`src/rtl/acc8_pkg.sv`:
```
package acc8_pkg;
    localparam int DATA_W  = 8;
    localparam int ADDR_W  = DATA_W;
    localparam int OP_W    = 3;
    localparam int CTL_W   = DATA_W - OP_W;
    localparam int SHAMT_W = $clog2(DATA_W);

    // control-bit masks inside byte 0
    localparam logic [CTL_W-1:0] M_LEFT   = CTL_W'(5'b10000);
    localparam logic [CTL_W-1:0] M_ARITH  = CTL_W'(5'b01000);
    localparam logic [CTL_W-1:0] M_BACK   = CTL_W'(5'b01000);
    localparam logic [CTL_W-1:0] M_ON_N   = CTL_W'(5'b00100);
    localparam logic [CTL_W-1:0] M_ON_P   = CTL_W'(5'b00010);
    localparam logic [CTL_W-1:0] M_ALWAYS = CTL_W'(5'b00001);

    typedef enum logic [OP_W-1:0] {
        OP_AND, OP_NOT, OP_ADD, OP_SHFT, OP_LD, OP_ST, OP_CMP, OP_JMP
    } opcode_e;

    typedef enum logic [2:0] {
        PH_F0, PH_F1, PH_DEC, PH_OPR, PH_EXE, PH_HALT
    } phase_e;

    typedef struct packed {
        opcode_e            op;
        logic [CTL_W-1:0]   ctl;
        logic [DATA_W-1:0]  arg;
    } instr_t;

    typedef struct packed {
        logic neg;
        logic pos;
    } flags_t;

    typedef struct packed {
        logic [DATA_W-1:0] value;
        flags_t            fl;
        logic              wr_acc;
        logic              wr_flags;
    } alu_res_t;

    function automatic flags_t sign_flags(input logic [DATA_W-1:0] v);
        flags_t f;
        f.neg = v[DATA_W-1];
        f.pos = !v[DATA_W-1] && (v != '0);
        return f;
    endfunction
endpackage

```
`src/rtl/acc8_shifter.sv`:
```
module acc8_shifter #(
    parameter int W = 8,
    localparam int SW = $clog2(W)
) (
    input  logic [W-1:0]  din,
    input  logic [SW-1:0] amt,
    input  logic          left,
    input  logic          arith,
    output logic [W-1:0]  dout
);
    always_comb begin
        if (left)
            dout = din << amt;
        else if (arith)
            dout = W'($signed(din) >>> amt);
        else
            dout = din >> amt;
    end
endmodule

```
`src/rtl/acc8_alu.sv`:
```
module acc8_alu
    import acc8_pkg::*;
(
    input  opcode_e            op,
    input  logic [CTL_W-1:0]   ctl,
    input  logic [DATA_W-1:0]  imm,
    input  logic [DATA_W-1:0]  acc,
    input  logic [DATA_W-1:0]  opnd,
    output alu_res_t           res
);
    logic [DATA_W-1:0]  shifted;
    logic [SHAMT_W-1:0] shamt;
    logic               sh_left, sh_arith;

    assign shamt    = SHAMT_W'(imm % DATA_W);
    assign sh_left  = (ctl & M_LEFT) != '0;
    assign sh_arith = (ctl & M_ARITH) != '0;

    acc8_shifter #(.W(DATA_W)) u_shift (
        .din(acc), .amt(shamt), .left(sh_left), .arith(sh_arith), .dout(shifted)
    );

    always_comb begin
        res.value    = acc;
        res.wr_acc   = 1'b1;
        res.wr_flags = 1'b1;
        unique case (op)
            OP_AND:  res.value = acc & opnd;
            OP_NOT:  res.value = ~acc;
            OP_ADD:  res.value = acc + opnd;
            OP_SHFT: res.value = shifted;
            OP_LD:   res.value = opnd;
            OP_CMP:  res.wr_acc = 1'b0;
            OP_ST, OP_JMP: begin
                res.wr_acc   = 1'b0;
                res.wr_flags = 1'b0;
            end
        endcase
        if (op == OP_CMP) begin
            res.fl.pos = $signed(acc) > $signed(opnd);
            res.fl.neg = $signed(acc) < $signed(opnd);
        end else begin
            res.fl = sign_flags(res.value);
        end
    end
endmodule

```
`src/rtl/acc8_ctrl.sv`:
```
module acc8_ctrl
    import acc8_pkg::*;
(
    input  logic               clk,
    input  logic               rst,
    input  logic [DATA_W-1:0]  mem_rdata,
    input  flags_t             flags,
    output phase_e             phase,
    output instr_t             ir,
    output logic [ADDR_W-1:0]  mem_addr,
    output logic               mem_we,
    output logic               exec_en,
    output logic               halted
);
    logic [ADDR_W-1:0] pc, seq_pc, step, next_pc;
    logic              is_stop, taken;

    assign is_stop = &ir;
    assign taken   = (ir.op == OP_JMP) &&
                     (((ir.ctl & M_ALWAYS) != '0) ||
                      (((ir.ctl & M_ON_N) != '0) && flags.neg) ||
                      (((ir.ctl & M_ON_P) != '0) && flags.pos));
    assign seq_pc  = pc + ADDR_W'(2);
    assign step    = {ir.arg[ADDR_W-2:0], 1'b0};
    assign next_pc = !taken ? seq_pc :
                     ((ir.ctl & M_BACK) != '0) ? seq_pc - step : seq_pc + step;

    always_ff @(posedge clk) begin
        if (rst) begin
            phase <= PH_F0;
            pc    <= '0;
            ir    <= '0;
        end else begin
            unique case (phase)
                PH_F0:  phase <= PH_F1;
                PH_F1: begin
                    ir.op  <= opcode_e'(mem_rdata[DATA_W-1 -: OP_W]);
                    ir.ctl <= mem_rdata[CTL_W-1:0];
                    phase  <= PH_DEC;
                end
                PH_DEC: begin
                    ir.arg <= mem_rdata;
                    phase  <= PH_OPR;
                end
                PH_OPR: phase <= PH_EXE;
                PH_EXE: begin
                    if (is_stop) begin
                        phase <= PH_HALT;
                    end else begin
                        pc    <= next_pc;
                        phase <= PH_F0;
                    end
                end
                default: phase <= PH_HALT;
            endcase
        end
    end

    always_comb begin
        unique case (phase)
            PH_F1:          mem_addr = pc + ADDR_W'(1);
            PH_OPR, PH_EXE: mem_addr = ir.arg;
            default:        mem_addr = pc;
        endcase
    end

    assign mem_we  = (phase == PH_OPR) && (ir.op == OP_ST);
    assign exec_en = (phase == PH_EXE);
    assign halted  = (phase == PH_HALT);
endmodule

```
`src/rtl/acc8_core.sv`:
```
module acc8_core
    import acc8_pkg::*;
(
    input  logic              clk,
    input  logic              rst,
    output logic [ADDR_W-1:0] mem_addr,
    input  logic [DATA_W-1:0] mem_rdata,
    output logic [DATA_W-1:0] mem_wdata,
    output logic              mem_we,
    output logic              halted
);
    phase_e            phase;
    instr_t            ir;
    flags_t            flags;
    logic [DATA_W-1:0] acc;
    logic              exec_en;
    alu_res_t          res;

    acc8_ctrl u_ctrl (
        .clk(clk), .rst(rst), .mem_rdata(mem_rdata), .flags(flags),
        .phase(phase), .ir(ir), .mem_addr(mem_addr), .mem_we(mem_we),
        .exec_en(exec_en), .halted(halted)
    );

    acc8_alu u_alu (
        .op(ir.op), .ctl(ir.ctl), .imm(ir.arg), .acc(acc),
        .opnd(mem_rdata), .res(res)
    );

    always_ff @(posedge clk) begin
        if (rst) begin
            acc   <= '0;
            flags <= '0;
        end else if (exec_en) begin
            if (res.wr_acc)   acc   <= res.value;
            if (res.wr_flags) flags <= res.fl;
        end
    end

    assign mem_wdata = acc;
endmodule

```
`config.mk`:
```
export PLATFORM = sky130hd
export DESIGN_NAME = acc8_core
export DESIGN_NICKNAME = d
export VERILOG_FILES = /design/src/rtl/acc8_pkg.sv /design/src/rtl/acc8_shifter.sv /design/src/rtl/acc8_alu.sv /design/src/rtl/acc8_ctrl.sv /design/src/rtl/acc8_core.sv
export SDC_FILE = /design/constraint.sdc
export NUM_CORES = 1
export LEC_CHECK = 0
export BUFFER_PORTS_ARGS = -buffer_cell sky130_fd_sc_hd__buf_2
export CAP_MARGIN = 15
export CORE_ASPECT_RATIO = 0.6
export CORE_MARGIN = 4
export CORE_UTILIZATION = 55
export CTS_CLUSTER_DIAMETER = 60
export DETAILED_ROUTE_END_ITERATION = 10
export GPL_ROUTABILITY_DRIVEN = 1
export PLACE_DENSITY = 0.8
export SLEW_MARGIN = 20
export SYNTH_ARGS = -nofsm -noshare
export SYNTH_HDL_FRONTEND = slang
export SYNTH_SLANG_ARGS = --single-unit
```
`constraint.sdc`:
```
create_clock -name clk -period 5.35 [get_ports clk]
set_input_delay 0 -clock clk [delete_from_list [all_inputs] [get_ports clk]]
set_output_delay 0 -clock clk [all_outputs]
set_load 0.01 [all_outputs]
```
# Word-level counts from Yosys, hierarchy flattened
# Cells that the tools add are included.
# totals
output_inout_bits	18
in_bits	10
reg_bits	37
# classes
add_sub_neg	5
mux	9
shifts	3
n_bitwise	5
n_eq_ne	12
n_reduce_logical	18
n_lt_le_gt_ge	2
# op_table
operator	count
8-bit one-hot mux with 5 select lines	1
8-bit 2-to-1 mux	4
3-bit == test, second input constant	6
8-bit adder	2
8-bit one-hot mux with 2 select lines	1
16-bit AND reduction	1
3-bit one-hot mux with 5 select lines	1
3-bit by 2-bit == test with 1-bit output, second input constant	4
8-bit by 1-bit adder with 8-bit output, second input constant	1
8-bit by 2-bit adder with 8-bit output, second input constant	1
8-bit AND	1
8-bit greater-than comparator	1
8-bit less-than comparator	1
8-bit NOT	1
8-bit nonzero test	1
8-bit by 3-bit left shift with 8-bit output	1
8-bit by 3-bit >> shifter with 8-bit output	1
8-bit by 3-bit >>> shifter with 8-bit output	1
8-bit subtractor	1
3-bit by 1-bit == test with 1-bit output, second input constant	2
3-bit zero test	2
2-bit AND reduction	3
1-bit logical AND	5
2-bit OR reduction	2
6 further kinds	9

# Logic depth before layout (Yosys ltp)
# depth
ltp_word	7
mapped_depth	16

# Modules after synthesis
# A second synthesis with hierarchy kept.
# unflattened
hier_cells	482
area_unflattened_um2	3762.4
# by_module_without_submodules
module	n_inst	area_each_um2	cells_each	seq_area_each_um2
acc8_ctrl	1	1720.4	204	520.5
acc8_alu	1	1053.5	156	0.0
acc8_shifter	1	544.3	77	0.0
acc8_core	1	444.2	45	200.2

# Worst setup path before layout
# OpenSTA, ideal clock, no wires.
# synth_path
path_type	flip-flop to flip-flop
startpoint	reg, netlist name u_ctrl.ir[1]
endpoint	reg u_ctrl.pc[7]
path_buffers	3
stages_incl_launch_ff	17
arrival_ns	3.119
period_less_slack_ns	3.256
path_slack_ns	2.094
required_time_ns	5.213
setup_time_ns	0.137
cell_sequence	dfxtp_1 > buf_6 > buf_4 > buf_2 > inv_1 > ha_1 > nor2_1 > xnor2_1 > ha_1 > nor2b_1 > o21ai_0 > a21boi_0 > o21a_1 > nor4_1 > nor3_1 > a2111oi_0 > o21ai_0
# synth_between
elab_chain_cells	3
# synth_rtl
item	line_no	source
8-bit adder, or another cell as far along	acc8_ctrl.sv:26	((ir.ctl & M_BACK) != '0) ? seq_pc - step : seq_pc + step;
8-bit 2-to-1 mux or 1-bit NOT (tied branches)	n/a	
8-bit 2-to-1 mux or 2-bit AND reduction (tied branches)	n/a	
to (signal assigned)	acc8_ctrl.sv:50	pc <= next_pc;
to (decl)	acc8_ctrl.sv:15	logic [ADDR_W-1:0] pc, seq_pc, step, next_pc;
# Several ways; a longest one is shown, not always the timed one.
# A chain may end at the register's enable or synchronous reset.

# Worst setup path after layout
# layout_path
startpoint	reg, netlist name u_ctrl.ir[0]
endpoint	reg u_ctrl.pc[7]
# layout_between
elab_chain_cells	3
# layout_rtl
item	line_no
8-bit adder, or another cell as far along	acc8_ctrl.sv:26
8-bit 2-to-1 mux or 1-bit NOT (tied branches)	n/a
8-bit 2-to-1 mux or 2-bit AND reduction (tied branches)	n/a
# Several ways; a longest one is shown, not always the timed one.

==> results.md <==
- Status: completed
- Post-synthesis sequential area ratio: 0.193
- Crit-path max cell delay: 0.54 ns
- Worst path cell trace: inv_1 > ha_1 > nor2_1 > xnor2_1 > ha_1 > nor2b_1 > o21ai_0 > a21boi_0 > o21a_1 > nor4_1 > nor3_1 > a2111oi_0 > o21ai_0
- Residual DRC: 0
- Top FF cell, synth: dfxtp_1
- Post-CTS Setup Bufs: 0
- CTS tree: yes
- Die H: 71.9 um
- Clk pwr share: 0.420
- Maximum root-to-sink buffer count: 2
- First-pass GRT wire length: 17,700 um
- Post-synth top cells: nor2_1, dfxtp_1, nand2_1
- Core area: 0.00636 mm2
- Worst setup SP type: flop
- Post-route ant nets: 0
- Simple-Gate Fraction of Synth Area: 0.219
- Antenna Cells: 0
- Fin crit share: 0.629
- Internal: 716 uW
- WP data required: 5.47 ns
- Vias in the first global route: 3,367
- # hold bufs at CTS: 0
- I/O pin cnt: 28
- Comb pwr share: 0.267
- Pin count of the biggest net entering global routing: 39
- Max Transition Viols Final: 0
- Yosys warnings: 0
- Final setup vio count: 0
- Area leader, netlist: dfxtp_1
- Sw frac: 0.303
- Ranking of synthesized cells by area: dfxtp_1, ha_1, mux2i_1
- Sink Count: 36
- H-tree Lvls: 2
- Clock slew at reported path FFs: 0.06 ns
- First-pass DRT Iterations: 5
- RSZ-0062 raised after global routing: false
- Distinct cells, synth: 68
- Seq cells post-synth: 36
- CP top delay family: compound AO/OA/AOI/OAI gates
- Clock root buffer: clkbuf_16
- Post-Synthesis Cells: 478
- VDD IR-drop max: 245 uV
- Slew headroom: 0.272
- Fin. Hold Viols: 0
- Crit path max fanout: 4
- TritonCTS buffer count: 5
- Buf/Inv on CP: 1
- Final #Nets: 512
- Setup TNS: 0 ns
- Vias: 3,773
- Worst slew pin tran: 1.09 ns
- DRT Wirelength: 10,900 um
- CP Capture Type: flop
- Crit-path slowest cell: nor4_1
- Via/cell ratio: 6.74
- Routed WL per cell: 19.5 um
- Multiplexer share of the synthesized area: 0.138
- GR Overflow Total: 0
- XOR/XNOR Fraction of Synth Area: 0.0351
- F_max: 0.297 GHz
- Gpl congestion: 0.996
- Sequential power share: 0.313
- Pwr Total: 1.03 mW
- Count leader, synth: nor2_1
- Crit path arrival time: 3.49 ns
- Skew-Pair Late Insertion Delay: 0.28 ns
- Worst Hold Class: in -> reg
- DP HPWL: 7730 um
- Share of cells above drive strength 1: 0.126
- Net Sw Power: 312 uW
- Combinational family with the most area after synthesis: compound AO/OA/AOI/OAI gates
- Synth Area in Adders: 0.0943
- Post-synthesis compound-gate area fraction: 0.240
- Post-synth EDFFs: 0
- 1st-iter DRT viols: 467
- P per Cell Area: 256 mW/mm2
- Global Route Usage Sum: 0.267
- Syn Nets: 515
- Tmin final: 3.37 ns
- Synth top area share: 0.193
- Starting Density: 0.588
- Die Width: 114 um
- Antenna violations before repair: 0
- CP Class: reg -> reg
- Syn avg cell area: 7.82 um2
- Max-cap violations: 0
- Leakage: 1.59 nW
- Fill cells: 557
- Port Buffer Count: 27
- Synth async-reset ratio: 0
- Cell area after synthesis: 0.00374 mm2
- Die area: 0.00823 mm2
- Area grow syn2layout: 7.29%
- Row Count: 22
- Cts repair resizes: 0
- Clk_skew: 0.00708 ns
[layout by cell type (no fill, tap or decap), drive strengths merged, types with 5 or more instances in the layout]
master   n
dfxtp   36
o22a     5
a311oi   6
buf     30
nor2    64
a221oi   7
o31ai    5
a21oi   19
mux2i   30
nor3    12
inv     27
mux4     5
clkbuf   5
nand2b  13
nand2   34
o211a    5
nor2b   13
nand4    6
nand3    7
xnor2   11
ha      25
a211oi  12
o21ai   18
mux2     9
[per-stage QoR]
step | std cells | hold slack [ns] | setup WS [ns] | instance area, um2 | utilization
floorplan | 478 | 0.147 | 2.09 | 3740 | -
global placement | 552 | 0.320 | 2.24 | 3800 | 0.597
detailed placement | 552 | 0.322 | 2.08 | 3800 | 0.597
CTS | 560 | 0.0421 | 2.01 | 4010 | 0.631
global route | 560 | 0.0817 | 1.73 | 4010 | 0.631
finish | 560 | 0.0446 | 1.98 | 4010 | 0.631
[registers in the layout, summed over array words and instances (netlist names)]
| name | flops |
|---|---|
| u_ctrl.phase | 3 |
| mem_wdata | 8 |
| flags | 2 |
| u_ctrl.pc | 7 |
| u_ctrl.ir | 16 |
[power by group through the flow]
stage	Sequential, mW	Clock [mW]	Combinational (mW)
6_report	0.322	0.432	0.275
4_1_cts	0.319	0.433	0.267
3_5_place_dp	0.325	0	0.264
3_3_place_gp	0.323	0	0.256
2_1_floorplan	0.299	0	0.229
5_1_grt	0.325	0.448	0.298
[per-layer routing]
layer	routed length [um]	global-route usage	vias to the layer above	share of wire
li1	-	-	1737	-
met1	4910	0.404	1783	0.45
met2	4440	0.366	217	0.41
met3	1290	0.0759	36	0.12
met4	284	0.0659	0	0.026
met5	0	0	-	0
[tightest hold or removal path, cell delays in order]
cell,delay (ns)
buf_2,0.14
mux2i_1,0.08
nor2_1,0.07
[final timing paths]
check,startpoint,to,slack [ns],cells after the start
max,u_ctrl.ir[0],u_ctrl.pc[7],1.98,13
min,mem_rdata[6],u_ctrl.ir[14],0.04,3
max reg2reg,u_ctrl.ir[0],u_ctrl.pc[7],1.98,13
min reg2reg,flags[1],flags[1],0.50,2
[cell type report]
type | count | area, um2 | area share
clock buffers | 5 | 125 | 0.0312
flip-flops and latches | 36 | 721 | 0.180
multi-input cells | 375 | 2710 | 0.676
well taps | 84 | 105 | 0.0262
repair buffers | 30 | 158 | 0.0393
clock inverters | 3 | 90.1 | 0.0225
inverters | 27 | 101 | 0.0253
[kinds of logic after synthesis]
logic type / after synthesis
and+or+nand+nor: 169
AOI/OAI and AO/OA: 120
buffers and inverters: 67
muxes: 44
DFF: 36
adders and majority gates: 27
xor gates and xnor gates: 15
Note: power is estimated with default switching activity, not from simulation.
